## src/rtl/cmdring_pkg.sv

```systemverilog
package cmdring_pkg;

    localparam int WORD_W = 32;

    typedef enum logic [1:0] {
        K_UPDATE = 2'd0,
        K_FILL   = 2'd1,
        K_COPY   = 2'd2
    } cmd_kind_e;

    // Decoded opcode properties: total words, whether it is presented, kind, unknown flag
    typedef struct packed {
        logic [4:0] words;
        logic       emit;
        cmd_kind_e  kind;
        logic       unknown;
    } op_info_t;

    // Step a byte offset forward by n words, wrapping at the upper bound
    function automatic logic [WORD_W-1:0] ring_adv(
        input logic [WORD_W-1:0] ptr,
        input logic [4:0]        n,
        input logic [WORD_W-1:0] lo,
        input logic [WORD_W-1:0] hi
    );
        logic [WORD_W-1:0] s;
        s = ptr + {25'd0, n, 2'b00};
        if (s >= hi) s = s - hi + lo;
        return s;
    endfunction

    // Words between read and write offsets, accounting for wrap
    function automatic logic [WORD_W-1:0] ring_fill(
        input logic [WORD_W-1:0] wr,
        input logic [WORD_W-1:0] rd,
        input logic [WORD_W-1:0] lo,
        input logic [WORD_W-1:0] hi
    );
        logic [WORD_W:0] d;
        d = {1'b0, wr} - {1'b0, rd};
        if (d[WORD_W]) d = d + {1'b0, hi} - {1'b0, lo};
        return {2'b00, d[WORD_W-1:2]};
    endfunction

endpackage

```

## src/rtl/cring_cfg_check.sv

```systemverilog
module cring_cfg_check
    import cmdring_pkg::*;
#(
    parameter logic [31:0] LIMIT_BYTES = 32'h0001_0000,
    parameter logic [31:0] MIN_SPAN    = 32'd10240,
    parameter logic [31:0] HDR_BYTES   = 32'd16
) (
    input  logic [WORD_W-1:0] lo_i,
    input  logic [WORD_W-1:0] hi_i,
    input  logic [WORD_W-1:0] wr_i,
    input  logic [WORD_W-1:0] rd_i,
    output logic              ok_o
);
    logic aligned, lo_ok, hi_ok, span_ok;

    always_comb begin
        aligned = ((lo_i | hi_i | wr_i | rd_i) & 32'd3) == 32'd0;
        lo_ok   = lo_i >= HDR_BYTES;
        hi_ok   = hi_i <= LIMIT_BYTES;
        span_ok = {1'b0, hi_i} >= ({1'b0, lo_i} + {1'b0, MIN_SPAN});
        ok_o    = aligned && lo_ok && hi_ok && span_ok;
    end
endmodule

```

## src/rtl/cring_op_decode.sv

```systemverilog
module cring_op_decode
    import cmdring_pkg::*;
(
    input  logic [WORD_W-1:0] op_i,
    output op_info_t          info_o
);
    always_comb begin
        info_o = '{words: 5'd1, emit: 1'b0, kind: K_UPDATE, unknown: 1'b0};
        case (op_i)
            32'd1, 32'd25: info_o = '{words: 5'd5,  emit: 1'b1, kind: K_UPDATE, unknown: 1'b0};
            32'd2:         info_o = '{words: 5'd6,  emit: 1'b1, kind: K_FILL,   unknown: 1'b0};
            32'd3:         info_o = '{words: 5'd7,  emit: 1'b1, kind: K_COPY,   unknown: 1'b0};
            32'd13:        info_o.words = 5'd7;
            32'd14:        info_o.words = 5'd8;
            32'd28:        info_o.words = 5'd13;
            32'd0, 32'd26, 32'd27, 32'd29, 32'd30: info_o.words = 5'd1;
            default:       info_o.unknown = 1'b1;
        endcase
    end
endmodule

```

## src/rtl/cring_arg_bank.sv

```systemverilog
module cring_arg_bank
    import cmdring_pkg::*;
#(
    parameter int N_SLOTS = 6,
    localparam int IDX_W  = $clog2(N_SLOTS)
) (
    input  logic                      clk,
    input  logic                      rst,
    input  logic                      clr_i,
    input  logic                      cap_i,
    input  logic [IDX_W-1:0]          idx_i,
    input  logic [WORD_W-1:0]         data_i,
    output logic [N_SLOTS*WORD_W-1:0] args_o
);
    for (genvar g = 0; g < N_SLOTS; g++) begin : g_slot
        logic [WORD_W-1:0] slot_q;
        always_ff @(posedge clk) begin
            if (rst || clr_i)                       slot_q <= '0;
            else if (cap_i && idx_i == IDX_W'(g))   slot_q <= data_i;
        end
        assign args_o[g*WORD_W +: WORD_W] = slot_q;
    end
endmodule

```

## src/rtl/cmdring_parser.sv

```systemverilog
module cmdring_parser
    import cmdring_pkg::*;
#(
    parameter int          MEM_AW      = 14,
    parameter int          MAX_ARGS    = 6,
    parameter logic [31:0] LIMIT_BYTES = 32'h0001_0000,
    parameter logic [31:0] MIN_SPAN    = 32'd10240,
    parameter logic [31:0] HDR_BYTES   = 32'd16
) (
    input  logic                       clk,
    input  logic                       rst,
    input  logic                       enable_i,
    input  logic                       commit_i,
    input  logic                       sync_i,
    output logic [MEM_AW-1:0]          mem_raddr_o,
    input  logic [31:0]                mem_rdata_i,
    output logic                       mem_we_o,
    output logic [31:0]                mem_wdata_o,
    output logic                       cmd_valid_o,
    input  logic                       cmd_ready_i,
    output logic [1:0]                 cmd_kind_o,
    output logic [MAX_ARGS*32-1:0]     cmd_args_o,
    output logic                       unknown_o,
    output logic                       configured_o,
    output logic                       busy_o
);
    localparam int IDX_W = $clog2(MAX_ARGS);

    typedef enum logic [3:0] {
        S_IDLE, S_CFG_A, S_CFG_LO, S_CFG_HI, S_CFG_WR, S_CFG_RD,
        S_PTR_A, S_PTR_WR, S_PTR_RD, S_OP, S_ARG, S_OUT
    } st_e;

    st_e               state;
    logic [WORD_W-1:0] ring_lo, ring_hi, wr_q, rd_q, cur, avail_q;
    logic [IDX_W-1:0]  arg_idx, arg_last;
    cmd_kind_e         kind_q;
    logic              commit_pend, cfg_ok, drained, run;
    logic [WORD_W-1:0] avail_now;
    op_info_t          info;

    cring_cfg_check #(.LIMIT_BYTES(LIMIT_BYTES), .MIN_SPAN(MIN_SPAN), .HDR_BYTES(HDR_BYTES))
        u_cfg (.lo_i(ring_lo), .hi_i(ring_hi), .wr_i(wr_q), .rd_i(mem_rdata_i), .ok_o(cfg_ok));

    cring_op_decode u_dec (.op_i(mem_rdata_i), .info_o(info));

    cring_arg_bank #(.N_SLOTS(MAX_ARGS)) u_args (
        .clk(clk), .rst(rst),
        .clr_i(state == S_OP && !drained && info.emit),
        .cap_i(state == S_ARG), .idx_i(arg_idx), .data_i(mem_rdata_i),
        .args_o(cmd_args_o));

    assign run       = enable_i && configured_o;
    assign avail_now = ring_fill(wr_q, mem_rdata_i, ring_lo, ring_hi);

    always_comb begin
        mem_raddr_o = '0;
        mem_we_o    = 1'b0;
        mem_wdata_o = cur;
        unknown_o   = 1'b0;
        drained     = 1'b0;
        case (state)
            S_CFG_A:  mem_raddr_o = MEM_AW'(0);
            S_CFG_LO: mem_raddr_o = MEM_AW'(1);
            S_CFG_HI: mem_raddr_o = MEM_AW'(2);
            S_CFG_WR: mem_raddr_o = MEM_AW'(3);
            S_PTR_A:  mem_raddr_o = MEM_AW'(2);
            S_PTR_WR: mem_raddr_o = MEM_AW'(3);
            S_PTR_RD: begin
                mem_raddr_o = MEM_AW'(mem_rdata_i >> 2);
                drained     = avail_now == '0;
            end
            S_OP: begin
                mem_raddr_o = MEM_AW'(cur >> 2);
                if (avail_q < {27'd0, info.words}) begin
                    drained = 1'b1;            // rewind: read offset untouched
                end else if (!info.emit) begin
                    mem_we_o    = 1'b1;
                    mem_wdata_o = ring_adv(rd_q, info.words, ring_lo, ring_hi);
                    unknown_o   = info.unknown;
                end
            end
            S_ARG:    mem_raddr_o = MEM_AW'(cur >> 2);
            S_OUT:    mem_we_o = cmd_ready_i;
            default:  ;
        endcase
    end

    assign cmd_valid_o = state == S_OUT;
    assign cmd_kind_o  = kind_q;

    always_ff @(posedge clk) begin
        if (rst) begin
            state        <= S_IDLE;
            ring_lo      <= '0;
            ring_hi      <= '0;
            wr_q         <= '0;
            rd_q         <= '0;
            cur          <= '0;
            avail_q      <= '0;
            arg_idx      <= '0;
            arg_last     <= '0;
            kind_q       <= K_UPDATE;
            commit_pend  <= 1'b0;
            configured_o <= 1'b0;
            busy_o       <= 1'b0;
        end else begin
            if (state == S_CFG_A) commit_pend <= commit_i;
            else if (commit_i)    commit_pend <= 1'b1;

            if (!enable_i)             configured_o <= 1'b0;
            else if (state == S_CFG_RD) configured_o <= cfg_ok;

            if (sync_i) busy_o <= 1'b1;
            else if (drained || (state == S_IDLE && !run && !commit_pend)) busy_o <= 1'b0;

            case (state)
                S_IDLE: begin
                    if (commit_pend) state <= S_CFG_A;
                    else if (run)    state <= S_PTR_A;
                end
                S_CFG_A:  state <= S_CFG_LO;
                S_CFG_LO: begin ring_lo <= mem_rdata_i; state <= S_CFG_HI; end
                S_CFG_HI: begin ring_hi <= mem_rdata_i; state <= S_CFG_WR; end
                S_CFG_WR: begin wr_q    <= mem_rdata_i; state <= S_CFG_RD; end
                S_CFG_RD: state <= S_IDLE;
                S_PTR_A:  state <= S_PTR_WR;
                S_PTR_WR: begin wr_q <= mem_rdata_i; state <= S_PTR_RD; end
                S_PTR_RD: begin
                    rd_q    <= mem_rdata_i;
                    avail_q <= avail_now;
                    cur     <= ring_adv(mem_rdata_i, 5'd1, ring_lo, ring_hi);
                    state   <= drained ? S_IDLE : S_OP;
                end
                S_OP: begin
                    if (!drained && info.emit) begin
                        kind_q   <= info.kind;
                        arg_idx  <= '0;
                        arg_last <= IDX_W'(info.words - 5'd2);
                        cur      <= ring_adv(cur, 5'd1, ring_lo, ring_hi);
                        state    <= S_ARG;
                    end else begin
                        state <= S_IDLE;
                    end
                end
                S_ARG: begin
                    if (arg_idx == arg_last) begin
                        state <= S_OUT;
                    end else begin
                        arg_idx <= arg_idx + 1'b1;
                        cur     <= ring_adv(cur, 5'd1, ring_lo, ring_hi);
                    end
                end
                S_OUT:   if (cmd_ready_i) state <= S_IDLE;
                default: state <= S_IDLE;
            endcase
        end
    end

    // a stalled command keeps its contents
    p_hold_r6: assert property (@(posedge clk) disable iff (rst)
        cmd_valid_o && !cmd_ready_i |=> cmd_valid_o && $stable(cmd_args_o) && $stable(cmd_kind_o));

    // the read offset is not written back while the command waits
    p_nowrite_stall_r6: assert property (@(posedge clk) disable iff (rst)
        cmd_valid_o && !cmd_ready_i |-> !mem_we_o);

    // sync raises busy on the following cycle
    p_sync_busy_r11: assert property (@(posedge clk) disable iff (rst)
        sync_i |=> busy_o);

    // disabling drops the configured flag
    p_disable_r12: assert property (@(posedge clk) disable iff (rst)
        !enable_i |=> !configured_o);

    // a written-back read offset is aligned and inside the ring
    p_wb_range_r10: assert property (@(posedge clk) disable iff (rst)
        mem_we_o |-> (mem_wdata_o[1:0] == 2'b00) && mem_wdata_o >= ring_lo && mem_wdata_o < ring_hi);

    // an unknown opcode is consumed, so the read offset is written back
    p_unknown_consumed_r9: assert property (@(posedge clk) disable iff (rst)
        unknown_o |-> mem_we_o && !cmd_valid_o);
endmodule

```

## config.mk

```make
export PLATFORM = sky130hd
export DESIGN_NAME = cmdring_parser
export DESIGN_NICKNAME = d
export VERILOG_FILES = /design/src/rtl/cmdring_pkg.sv /design/src/rtl/cring_cfg_check.sv /design/src/rtl/cring_op_decode.sv /design/src/rtl/cring_arg_bank.sv /design/src/rtl/cmdring_parser.sv
export SDC_FILE = /design/constraint.sdc
export NUM_CORES = 2
export LEC_CHECK = 0
export BUFFER_PORTS_ARGS = -buffer_cell sky130_fd_sc_hd__buf_2
export CAP_MARGIN = 30
export CORE_UTILIZATION = 56
export DETAILED_ROUTE_END_ITERATION = 6
export GPL_TIMING_DRIVEN = 0
export PLACE_DENSITY = 0.78
export SLEW_MARGIN = 20
export SYNTH_ARGS = -nofsm -noshare
export SYNTH_HDL_FRONTEND = slang
export SYNTH_HIERARCHICAL = 1
export SYNTH_SLANG_ARGS = --single-unit
```

## constraint.sdc

```tcl
create_clock -name clk -period 7.3 [get_ports clk]
set_clock_uncertainty 0.05 [all_clocks]
set_input_delay 1.095 -clock clk [delete_from_list [all_inputs] [get_ports clk]]
set_output_delay 1.095 -clock clk [all_outputs]
set_load 0.01 [all_outputs]
```

==> out/metrics.csv <==
stage,metric,value,unit
timing,grt_setup_unrepaired,yes,
synth,syn_nets,4619,
power_and_ir_drop,power.density,347,nW/µm²
run_status,violations,negative setup slack,
layout,final_common_cell,nand2_1,
critical_path,crit_type,input pin to primary output,
power_and_ir_drop,total_power,14.2,mW
routing,avgRoutedWirePerCell,24.9,µm
grt,grt_pass1_wl,196000,µm
synth,ys_ff_latch,397,
placement,globalplace.congestion,0.996,
critical_path,cp-end-kind,primary output,
routing,vias,34700,
timing,finalCritPeriodShare,1.08,
timing,slew_headroom,0.298,
critical_path,cp_data_required_time,6.15,ns
power_and_ir_drop,internal-power,7.56,mW
placement,dp.cells,5222,
die,fp.dieW,250,µm
power_and_ir_drop,sequentialPowerShare,0.175,
power_and_ir_drop,comb_power_share,0.633,
grt,antenna_found_initial,5,
routing,ant_nets,0,
run,cap_viol_max_count,0,
grt,grt_max_degree,19,
layout,fin_nets,5035,
timing,tightest_slew,1.05,ns
timing,report.final.slew_viol_count,0,
power_and_ir_drop,switchingPower,6.60,mW
die,core_area,60500,µm²
placement,dp_hpwl,104000,µm
clock_tree,path_clk_slew,0.05,ns
layout,final_area,40700,µm²
min_path,hp-class,flop to flop,
synth,async_reset_ff_frac,0,
timing,fmax,126,MHz
synth,ys_warn_count,6,
routing,drt_iter0_drc,4085,
layout,layout.cells.non_filler,5398,
placement,placed_cell_area,36800,µm²
critical_path,path_max_fanout,9,
grt,grt_pass1_vias,32300,
die,io_pins,283,
routing,drc,0,
power_and_ir_drop,p_leak,18.0,nW
routing,drt-total-wl,134000,µm
timing,fin_crit,7.91,ns
synth,yosysSeqAreaShare,0.231,
clock_tree,cts_root_buffer,clkbuf_16,
placement,pre_cts_ws,-2.34,ns
clock_tree,cts_hold_buf,0,
synth,syn_inst,4154,
power_and_ir_drop,ir_worst_vdd,0.000289,V
clock_tree,cts_tree,built,
critical_path,worst_ep_arrival_time,6.76,ns
grt,grt_use_total,0.410,
routing,drtPass1Iterations,6,
power_and_ir_drop,clkPwrFrac,0.191,
critical_path,start_kind,input pin,
layout,layout-drive-gt1-share,0.157,
timing,hold_violations,0,
placement,port_buffers,282,
die,die_h,250,µm
grt,overflow,0,
synth,synth_area_per_cell,8.27,µm²
layout,final_cell_mix,"nand2_1 (522), dfxtp_1 (397), a21oi_1 (326)",
run_status,status,"complete, but fails checks",
clock_tree,clock-sinks,397,
timing,setup_ws,-0.607,ns
synth,synthFlopType,dfxtp_1,
synth,synth.distinct_cells,99,
timing,setup_viol,32,
die,die_area,62300,µm²
die,initial_core_util,0.568,
routing,via_per_inst,6.42,
synth,syn_area,34300,µm²
die,rows,90,
synth,synth_edf_count,0,
layout,area_delta_synth_final,18.6,%
clock_tree,cts_buffers,48,
layout,postLayoutCoreUtil,0.674,
clock_tree,clk_latency,0.62,ns
clock_tree,htreeDepth,2,
clock_tree,clockBufferDepth,3,
power_and_ir_drop,switching_share,0.466,
## path summary, 6_finish.rpt
check	from	end	slack (ns)	cells after the start
setup / recovery	mem_rdata_i[24]	mem_wdata_o[31]	-0.61	28
hold / removal	rd_q[30]$_SDFFE_PP0P_	rd_q[30]$_SDFFE_PP0P_	0.41	2
setup reg to reg	cur[2]$_SDFFE_PP0P_	cur[31]$_SDFFE_PP0P_	0.75	19
hold reg to reg	rd_q[30]$_SDFFE_PP0P_	rd_q[30]$_SDFFE_PP0P_	0.41	2
## Yosys cell counts (20+ instances only)
cell / instances / area (µm²)
a31oi_1: 23 / 144
nand3_1: 103 / 515
a21o_1: 100 / 751
nand4_1: 67 / 419
a211oi_1: 56 / 420
nand2_1: 524 / 1970
inv_1: 190 / 713
or3b_1: 189 / 1660
nor4_1: 41 / 257
or3b_2: 37 / 324
nor2_1: 223 / 837
a21oi_1: 341 / 1710
xnor2_1: 148 / 1300
and2_1: 20 / 125
buf_2: 28 / 140
o21ai_0: 141 / 706
and3_1: 33 / 206
nor3_1: 86 / 430
dfxtp_1: 397 / 7950
ha_1: 302 / 3780
nand2b_1: 37 / 231
o211ai_1: 43 / 323
mux2i_1: 248 / 2480
o21a_1: 32 / 240
fa_1: 125 / 2500
buf_1: 33 / 124
xor2_1: 91 / 797
clkbuf_1: 191 / 717
nor2b_1: 20 / 125
## final cells by class
| cell class | count | area [µm²] |
|---|---|---|
| inverter | 191 | 717 |
| timing repair buffer | 369 | 2460 |
| clock buffer | 64 | 1380 |
| tap | 782 | 978 |
| buffer | 257 | 1130 |
| multi-input combinational | 3306 | 25700 |
| antenna | 6 | 15.0 |
| fill | 4942 | 19700 |
| sequential | 397 | 7950 |
| clock inverter | 26 | 405 |
## power by group through the flow
stage	Clock, mW	Combinational, mW	Sequential (mW)
floorplan	0	5.94	2.42
global placement	0	7.69	2.52
detailed placement	0	7.76	2.52
CTS	2.70	8.47	2.47
global route	2.79	9.70	2.48
finish	2.71	8.96	2.48
## worst max-delay path: stages
cell and delay, ns:
buf_6 0.16, nor4_4 0.27, nand4_1 0.23, nor2_4 0.21, buf_4 0.14, buf_4 0.10
o21a_2 0.25, ha_1 0.24, a21oi_2 0.09, o21bai_4 0.17, a21oi_4 0.12, buf_12 0.16
nor4_4 0.25, buf_4 0.19, nand4_1 0.16, xnor2_2 0.37, fa_1 0.52, ha_4 0.26
a21o_1 0.20, a21o_1 0.20, a31oi_4 0.23, a31o_4 0.20, a21oi_4 0.07, a31oi_4 0.23
xnor2_2 0.14, a21oi_1 0.08, o31ai_1 0.23, buf_2 0.18
## per-stage QoR
step,setup TNS (ns),hold slack (ns)
after floorplan,0,0.382
after global placement,-100.34,0.393
after detailed placement,-70.25,0.400
after CTS,-3.67,0.408
after global routing,-20.43,0.432
final,-15.06,0.410
## timing repair
item                       4_1_cts  5_1_grt
setup endpoints to repair       35       36
resized for setup              224       89
setup buffers                   55       25
cloned                           3        0
pin swaps                       85       61
## state kept, by name, summed over array words and instances, names as in the netlist
name / count
arg_idx: 3
rd_q: 32
ring_lo: 32
avail_q: 30
arg_last: 3
cmd_kind_o: 2
commit_pend: 1
ring_hi: 32
configured_o: 1
busy_o: 1
state: 4
cur: 32
u_args/g_slot.slot_q: 192
wr_q: 32
## per-layer routing
layer  part of all wire  up-vias  GRT usage
li1                   -    15600          -
met1               0.38    16400      0.503
met2               0.44     2112      0.652
met3               0.11      474      0.110
met4              0.062        4      0.224
met5            0.00021        -          0
## logic make-up (layout without fill, tap and decap cells)
family,Yosys count,after routing,share of synthesized area
DFF,397,397,0.231
adders and majority gates,427,427,0.183
buffers and inverters,451,907,0.0518
xor gates and xnor gates,239,239,0.0610
AOI/OAI and AO/OA,920,920,0.172
other,1,7,0.000109
muxes,252,252,0.0736
and+or+nand+nor,1467,1467,0.227
(Power assumes the default switching activity.)
